===== config.mk =====
export PLATFORM = sky130hd
export DESIGN_NAME = gp_timer_core
export DESIGN_NICKNAME = d
export VERILOG_FILES = /design/src/rtl/gp_timer_core.sv
export SDC_FILE = /design/constraint.sdc
export NUM_CORES = 1
export LEC_CHECK = 0
export BUFFER_PORTS_ARGS = -buffer_cell sky130_fd_sc_hd__buf_2
export CORE_MARGIN = 1
export CORE_UTILIZATION = 30
export DETAILED_ROUTE_END_ITERATION = 7
export PLACE_DENSITY = 0.58
export SLEW_MARGIN = 20
export SYNTH_ARGS = -nofsm -noshare
export SYNTH_HDL_FRONTEND = slang
export SYNTH_SLANG_ARGS = --single-unit

===== constraint.sdc =====
create_clock -name clk -period 4.55 [get_ports clk]
set_input_delay 0.455 -clock clk [delete_from_list [all_inputs] [get_ports clk]]
set_output_delay 0.455 -clock clk [all_outputs]
set_load 0.02 [all_outputs]

===== src/rtl/gp_timer_core.sv =====
module gp_timer_core #(
  parameter int CW = 32
) (
  input  logic          clk,
  input  logic          rst_n,
  input  logic          tick_en,
  input  logic          reg_wr,
  input  logic [2:0]    reg_addr,
  input  logic [CW-1:0] reg_wdata,
  output logic [CW-1:0] reg_rdata,
  output logic          irq,
  output logic          wake,
  output logic          pin_out,
  output logic          pin_oe
);

  localparam logic [2:0] A_CTRL = 3'd0, A_STS = 3'd1, A_IEN = 3'd2, A_WEN = 3'd3,
                         A_CNT = 3'd4, A_REL = 3'd5, A_RETRIG = 3'd6, A_CMP = 3'd7;
  localparam logic [CW-1:0] TOP = '1;

  logic [14:0]   ctrl;
  logic [2:0]    sts, ien, wen;
  logic [CW-1:0] cnt, rel, cmp, nxt;
  logic [7:0]    ps, ps_lim;
  logic          lvl;
  logic          run, ps_hit, cnt_wr, ctrl_wr, adv, ovf, mat, trig_on, trig;
  logic [2:0]    ev, clr;

  assign run     = ctrl[0];
  assign ps_lim  = 8'((9'd2 << ctrl[4:2]) - 9'd1);
  assign ps_hit  = !ctrl[5] || ps == ps_lim;
  assign cnt_wr  = reg_wr && (reg_addr == A_CNT || reg_addr == A_RETRIG);
  assign ctrl_wr = reg_wr && reg_addr == A_CTRL;
  assign adv     = run && tick_en && ps_hit && !cnt_wr;
  assign ovf     = adv && cnt == TOP;
  assign nxt     = ovf ? (ctrl[1] ? rel : '0) : cnt + 1'b1;
  assign mat     = adv && ctrl[6] && nxt == cmp;
  assign ev      = {1'b0, ovf, mat};
  assign clr     = (reg_wr && reg_addr == A_STS) ? reg_wdata[2:0] : 3'b000;
  assign trig_on = ctrl[11:10] == 2'd1 || ctrl[11:10] == 2'd2;
  assign trig    = (trig_on && ovf) || (ctrl[11:10] == 2'd2 && mat);

  assign irq     = |sts;
  assign pin_out = lvl;
  assign pin_oe  = !ctrl[14];

  always_comb begin
    case (reg_addr)
      A_CTRL:   reg_rdata = CW'(ctrl);
      A_STS:    reg_rdata = CW'(sts);
      A_IEN:    reg_rdata = CW'(ien);
      A_WEN:    reg_rdata = CW'(wen);
      A_CNT:    reg_rdata = cnt;
      A_REL:    reg_rdata = rel;
      A_RETRIG: reg_rdata = TOP;
      default:  reg_rdata = cmp;
    endcase
  end

  always_ff @(posedge clk or negedge rst_n) begin
    if (!rst_n) begin
      ctrl <= '0; sts <= '0; ien <= '0; wen <= '0;
      cnt  <= '0; rel <= '0; cmp <= '0; ps  <= '0;
      lvl  <= 1'b0; wake <= 1'b0;
    end else begin
      sts  <= (sts & ~clr) | (ev & ien);
      wake <= |(ev & wen);

      if (!run || !ctrl[5])  ps <= '0;
      else if (tick_en)      ps <= (ps == ps_lim) ? '0 : ps + 1'b1;

      if (reg_wr && reg_addr == A_CNT)         cnt <= reg_wdata;
      else if (reg_wr && reg_addr == A_RETRIG) cnt <= rel;
      else if (adv)                            cnt <= nxt;

      if (ctrl_wr)                 ctrl <= reg_wdata[14:0];
      else if (ovf && !ctrl[1])    ctrl[0] <= 1'b0;

      if (reg_wr && reg_addr == A_IEN) ien <= reg_wdata[2:0];
      if (reg_wr && reg_addr == A_WEN) wen <= reg_wdata[2:0];
      if (reg_wr && reg_addr == A_REL) rel <= reg_wdata;
      if (reg_wr && reg_addr == A_CMP) cmp <= reg_wdata;

      if (!run || !trig_on)  lvl <= ctrl[7];
      else if (!ctrl[12])    lvl <= trig ? !ctrl[7] : ctrl[7];
      else if (trig)         lvl <= !lvl;
    end
  end

  p_step_r2: assert property (@(posedge clk) disable iff (!rst_n)
    adv && !ovf |=> cnt == $past(cnt) + 1'b1);
  p_reload_r4: assert property (@(posedge clk) disable iff (!rst_n)
    ovf && ctrl[1] |=> cnt == $past(rel));
  p_stop_r5: assert property (@(posedge clk) disable iff (!rst_n)
    ovf && !ctrl[1] && !ctrl_wr |=> cnt == '0 && !ctrl[0]);
  p_ovf_mask_r7: assert property (@(posedge clk) disable iff (!rst_n)
    $rose(sts[1]) |-> $past(ien[1]));
  p_mat_mask_r7: assert property (@(posedge clk) disable iff (!rst_n)
    $rose(sts[0]) |-> $past(ien[0]));
  p_w1c_r7: assert property (@(posedge clk) disable iff (!rst_n)
    reg_wr && reg_addr == A_STS && reg_wdata[1] && !ovf |=> !sts[1]);
  p_wake_mask_r8: assert property (@(posedge clk) disable iff (!rst_n)
    wake |-> $past(|wen));
  p_idle_pin_r10: assert property (@(posedge clk) disable iff (!rst_n)
    !run && !ctrl_wr |=> pin_out == $past(ctrl[7]));

endmodule


### Word level (Yosys, flattened, before mapping)

Index checks and enable logic that the tools add are counted.

| operators by class | value |
|---|---|
| div/mod/pow operators | 0 |
| reductions and logical operators | 38 |
| magnitude comparators | 0 |
| shift operators | 1 |
| multiplexer cells | 16 |
| $mul | 0 |
| equal/unequal tests | 13 |
| bitwise gates (word level) | 5 |
| add/sub/neg operators | 3 |

Operators with widths:

| operator | count |
|---|---|
| $pmux 32 s7 | 1 |
| $mux 32 | 5 |
| $add 32x1->32 const B | 1 |
| $eq 32x32->1 | 1 |
| $eq 32x32->1 const B | 1 |
| $mux 8 | 3 |
| $logic_and 1x1->1 | 18 |
| $eq 3x3->1 const B | 4 |
| $add 8x1->8 const B | 1 |
| $eq 8x8->1 | 1 |
| $logic_not 1->1 | 8 |
| $shl 2x3->8 const A | 1 |
| $sub 8x1->8 const B | 1 |
| $and 2x3->3 | 2 |
| $eq 3x2->1 const B | 2 |
| $logic_or 1x1->1 | 6 |
| $mux 1 | 6 |
| $reduce_or 3->1 | 2 |
| $reduce_bool 2->1 | 2 |
| $and 3x3->3 | 1 |
| $eq 3x1->1 const B | 1 |
| $logic_not 3->1 | 1 |
| $mux 3 | 1 |
| $ne 3x1->1 const B | 1 |
| 5 further kinds | 5 |

| word-level totals | value |
|---|---|
| memories kept | 0 |
| bits in read-only memories | 0 |
| bits of input ports | 39 |
| output and inout bits | 36 |
| bits in registers | 130 |
| memory bits (writable) | 0 |
| word-level logic and storage cells | 87 |
| bits in latches | 0 |

### Logic depth before layout (Yosys ltp)

| logic depth | value |
|---|---|
| depth in word-level cells | 15 |
| mapped depth | 14 |
| depth with buffers taken out | 12 |

### Least setup slack after synthesis

Ideal clock, no wire load.

| path | value |
|---|---|
| path kind | flip-flop to flip-flop |
| start | register cnt[1] |
| end | register sts[0] |
| path buffers | 1 |
| stages on the path, launching flop included | 13 |
| required time | 4.484 ns |
| arrival time | 3.328 ns |
| setup time | 0.066 ns |
| slack | 1.156 ns |
| cells stage by stage | dfrtp_1 > ha_1 > nand4_1 > nor4_1 > and3_1 > clkbuf_1 > a41oi_1 > xnor2_1 > nor2_1 > nand3_1 > or4b_1 > nor4b_2 > a22o_1 |

| between the ends | value |
|---|---|
| cells in the longest elaborated chain, start to end | 7 |
| elaborated cells between the ends (all ways) | 8 |

RTL lines:

| element | RTL line | text |
|---|---|---|
| start, declared | 23 | `logic [CW-1:0] cnt, rel, cmp, nxt;` |
| start signal, assigned | 72 | `if (reg_wr && reg_addr == A_CNT) cnt <= reg_wdata;` |
| start signal, assigned | 73 | `else if (reg_wr && reg_addr == A_RETRIG) cnt <= rel;` |
| start signal, assigned | 74 | `else if (adv) cnt <= nxt;` |
| branches (longest 2 deep; another with $add 32x1->32) | -- |  |
| $mux 32 * | 36 | `assign nxt = ovf ? (ctrl[1] ? rel : '0) : cnt + 1'b1;` |
| $eq 32x32->1 * | 37 | `assign mat = adv && ctrl[6] && nxt == cmp;` |
| $logic_and 1x1->1 * | 37 |  |
| $and 2x3->3 * | 66 | `sts <= (sts & ~clr) \| (ev & ien);` |
| $or 3x3->3 * | 66 |  |
| end signal, assigned | 66 |  |
| end, declared | 22 | `logic [2:0] sts, ien, wen;` |

Mark *: on every way between the ends.
A chain may end at the register's enable or synchronous reset.

### Worst setup path in the final report

| path | value |
|---|---|
| start | register ctrl[4] |
| end | register lvl, in the netlist pin_out |

| between the ends | value |
|---|---|
| cells in the longest elaborated chain, start to end | 15 |
| elaborated cells between the ends (all ways) | 18 |

RTL lines:

| element | RTL line | text |
|---|---|---|
| start, declared | 21 | `logic [14:0] ctrl;` |
| start signal, assigned | 76 | `if (ctrl_wr) ctrl <= reg_wdata[14:0];` |
| $shl 2x3->8 * | 30 | `assign ps_lim = 8'((9'd2 << ctrl[4:2]) - 9'd1);` |
| $sub 8x1->8 * | 30 |  |
| $eq 8x8->1 * | 31 | `assign ps_hit = !ctrl[5] \|\| ps == ps_lim;` |
| $logic_or 1x1->1 * | 31 |  |
| $logic_and 1x1->1 * (2 in a row) | 34 | `assign adv = run && tick_en && ps_hit && !cnt_wr;` |
| $logic_and 1x1->1 | 35 | `assign ovf = adv && cnt == TOP;` |
| $mux 32 | 36 |  |
| $eq 32x32->1 | 37 |  |
| $logic_and 1x1->1 | 37 |  |
| $logic_and 1x1->1 | 41 | `assign trig = (trig_on && ovf) \|\| (ctrl[11:10] == 2'd2 && mat);` |
| $logic_or 1x1->1 * | 41 |  |
| $mux 1 (2 in a row) | 85 | `else if (!ctrl[12]) lvl <= trig ? !ctrl[7] : ctrl[7];` |
| $mux 1 | 84 | `if (!run \|\| !trig_on) lvl <= ctrl[7];` |
| end signal, assigned | 84 |  |
| end signal, assigned | 85 |  |
| end signal, assigned | 86 | `else if (trig) lvl <= !lvl;` |
| end, declared | 25 | `logic lvl;` |

Mark *: on every way between the ends. The rest lies on a longest branch, timed or not.

==> summary.md <==
| Metric | Value |
|---|---|
| Initial DRC Count | `between 800 and 900` |
| Overall Global Routing Usage | `0.247` |
| Via count | `between 8000 and 9000` |
| Area occupied by multi-input gates | `0.00542 mm2` |
| FF-to-FF Start | `ctrl[4]` |
| Final global-route overflow total | `0` |
| Nature of the critical path endpoint | `flop` |
| Share of cells above drive strength 1 | `0.232` |
| Register area | `~0.0033 mm2` |
| Largest net degree at the start of global routing | `92` |
| Slew HR | `0.317` |
| CTS Root Cell | `clkbuf_16` |
| DP Cell Count | `approximately 1400` |
| Initial Util | `0.305` |
| Synth Instances | `between 1000 and 1500` |
| First-pass GRT wire length | `roughly 56000 um` |
| Maximum root-to-sink buffer count | `2` |
| Setup TNS | `0 ps` |
| Die Wd | `175 um` |
| CP Depth | `11` |
| Setup Skew | `approximately 21 ps` |
| MaxCap Viol Count | `0` |
| Number of global-route vias before repair | `around 8600` |
| CP max FO | `11` |
| Synth Cell Area | `between 0.009 and 0.01 mm2` |
| Final period util | `0.952` |
| Min-Delay Path Class | `input pin to async pin` |
| Syn_area_per_cell | `between 8 and 9 um2` |
| Synth Area in Compound Gates | `0.230` |
| Fillers | `between 3000 and 4000` |
| Yosys top cell by area | `dfrtp_1` |
| DR vias/cell | `~5.9` |
| CP Launch Point | `ctrl[4]` |
| Slew @ Worst Pin | `1020 ps` |
| Setup Buffers After CTS | `0` |
| IO Pins | `75` |
| R2r setup slk | `between 200 and 250 ps` |
| Simple-gate share of the synthesized area | `0.179` |
| Post-synthesis mux area share | `0.134` |
| Antenna violations before repair | `0` |
| CTS tree | `yes` |
| CP Cell Sequence | `or4_4 -> nor2_2 -> o311ai_2 -> o31a_1 -> nor2_1 -> a41oi_1 -> a2111oi_1 -> nand4_1 -> nor4_2 -> mux2i_1 -> nand4_1` |
| Status | `completed` |
| Most frequent CP cell | `nand4_1` |
| Synth unique cells | `77` |
| Routed wire per std cell | `approximately 25 um` |
| Hold Violations, Final | `0` |
| Row count | `63` |
| Routed WL | `approximately 37000 um` |
| IO buf count | `74` |
| Net Count, Synth | `1056` |
| Flop and latch count out of synthesis | `130` |
| Crit Path Class | `flop to flop` |
| Die H | `~180 um` |
| Post-synth top flop | `dfrtp_1` |
| Worst Setup EP | `pin_out` |
| CTS clk-pin slew, worst paths | `around 60 ps` |
| Reg-to-reg critical path endpoint | `pin_out` |
| Area grow syn2layout | `16.8%` |
| Slowest CP cell | `a2111oi_1` |
| Clock Latency Late Sink | `450 ps` |
| Max Clk Rate | `231 MHz` |
| Top post-synthesis cells by area | `dfrtp_1, mux2_2, o21ai_0` |
| Worst path bufs/invs | `0` |
| ANT cells | `0` |
| Post-synth EDFFs | `0` |
| Post-Synth XOR/XNOR Area | `0.0500` |
| DP HPWL | `between 20000 and 30000 um` |
| Critical Path RT | `between 4000 and 5000 ps` |
| PD cells | `~520 mW/mm2` |
| Post-Synth Adder-Cell Area | `0.00416` |
| Slew Viols, Final | `0` |
| Top-area cell type share of the netlist area | `0.360` |
| Final net count | `about 1100` |
| LEAKAGE | `roughly 4.3 nW` |
| Die ar. | `just over 0.03 mm2` |
| Worst reg2reg path depth | `11` |
| Fin crit period | `~4300 ps` |
| Yosys Warn Count | `0` |
| Post-route ant nets | `0` |
| Sink Count | `130` |
| CP delay by family, top | `simple AND/OR/NAND/NOR gates` |
| Final non-filler cell total | `about 1500` |
| H-tree depth | `4` |
| CP startpoint kind | `flop` |
| Largest family of logic cells by synthesized area | `compound AO/OA/AOI/OAI gates` |
| Residual DRC | `0` |
| Final Setup Violations | `0` |
| Asr flop ratio synth | `1.00` |
| CP peak stage delay | `about 720 ps` |
| Worst vdd ir | `roughly 280 uV` |
| RSZ-0062 raised after global routing | `false` |
| CP Data Arrival Time | `~4600 ps` |
| Length of the first detailed-routing pass in iterations | `5` |
| Num CTS Buffers | `17` |
| RePlAce Congestion | `1.05` |
| Core box area | `between 0.02 and 0.03 mm2` |
| Sequential fraction of the synthesis area | `0.360` |
## routing by layer
layer  wire (um)  part of all wire  vias up  track usage
li1            -                 -     3960            -
met1       16900              0.46     4423        0.344
met2       17100              0.46      334        0.390
met3        2370             0.064       51       0.0420
met4         792             0.021        0       0.0710
met5           0                 0        -            0
## worst register-to-register path, delay by kind of cell, from the launching register on
family / cells / cell delay [ps]
AOI/OAI and AO/OA: 4 / 1610
and+or+nand+nor: 6 / 1890
muxes: 1 / 220
DFF: 1 / 480
## placed cells by master (no fill, tap or decap), types with 21 or more instances in the layout
master     n
dfrtp_1  130
o21ai_0  102
nand2_1   95
buf_4     46
nand4_1   26
nor2_1    47
mux2_2    81
xnor2_1   30
a221o_1   22
mux2i_1   30
a21oi_1   55
buf_2     73
nand3_1   32
o22ai_1   21
## what timing repair did
action                                  in CTS  in global routing
hold buffers                                 0                  0
endpoints found under the setup margin       0                  1
gates resized for setup                      0                  1
## logic make-up (layout without fill, tap and decap cells)
kind of cell,after synthesis,after routing
compound gates,313,313
xor+xnor,50,50
buf+inv,96,169
flops,130,130
simple gates,311,311
mux,111,111
fa+ha+maj,3,3
## through the flow
stage	cell area, um2	util	hold slack (ps)	setup slack, ps	total power [W]
final	10600	0.356	79.9	219	0.00550
after detailed placement	9950	0.336	498	331	0.00403
after global placement	9950	0.336	491	454	0.00402
after global routing	10600	0.356	151	67.9	0.00578
after floorplan	9030	-	159	1160	0.00321
after CTS	10500	0.356	133	237	0.00548
## cells in the mapped netlist (5+ instances only)
| cell type | instances |
|---|---|
| a2111oi_0 | 5 |
| a211oi_1 | 5 |
| a21oi_1 | 55 |
| a221o_1 | 22 |
| a22o_1 | 5 |
| a22oi_1 | 16 |
| a31oi_1 | 9 |
| and3_1 | 17 |
| and4_1 | 5 |
| buf_1 | 11 |
| buf_2 | 5 |
| clkbuf_1 | 59 |
| dfrtp_1 | 130 |
| inv_1 | 18 |
| mux2_2 | 81 |
| mux2i_1 | 30 |
| nand2_1 | 95 |
| nand2b_1 | 9 |
| nand3_1 | 33 |
| nand3b_1 | 5 |
| nand4_1 | 26 |
| nor2_1 | 47 |
| nor2b_1 | 6 |
| nor3_1 | 21 |
| nor3b_1 | 12 |
| nor4_1 | 13 |
| o211ai_1 | 15 |
| o21a_1 | 15 |
| o21ai_0 | 102 |
| o22ai_1 | 21 |
| xnor2_1 | 30 |
| xor2_1 | 19 |
## layout make-up
class / instances / share of cell area
Multi-Input combinational cell: 788 / 0.513
Clock buffer: 18 / 0.0416
Clock inverter: 12 / 0.0152
Timing Repair Buffer: 120 / 0.0684
Inverter: 19 / 0.00676
Tap cell: 390 / 0.0463
Sequential cell: 130 / 0.308
## power breakdown
part	internal (W)	total, W	switching [W]	leakage, nW
logic	0.000866	0.00202	0.00116	2.34
clock network	0.000872	0.00143	0.000559	0.292
registers	0.00146	0.00204	0.000579	1.62
## worst min-delay path by stage
stage,from,endpoint,slack [ps],depth (start not counted)
finish,rst_n,rel[26],80,1
global route,rst_n,rel[26],150,1
CTS,rst_n,cmp[27],130,1
detailed placement,wen[2],wen[2],500,1
global placement,ctrl[8],ctrl[8],490,1
floorplan,rst_n,cmp[0],160,0
## sequential cells by signal (all words and copies together), names as in the netlist
register and flops:
cmp 32, cnt 32, rel 32, ctrl 15, ps 8, ien 3
sts 3, wen 3, pin_out 1, wake 1
(Power assumes the default switching activity.)
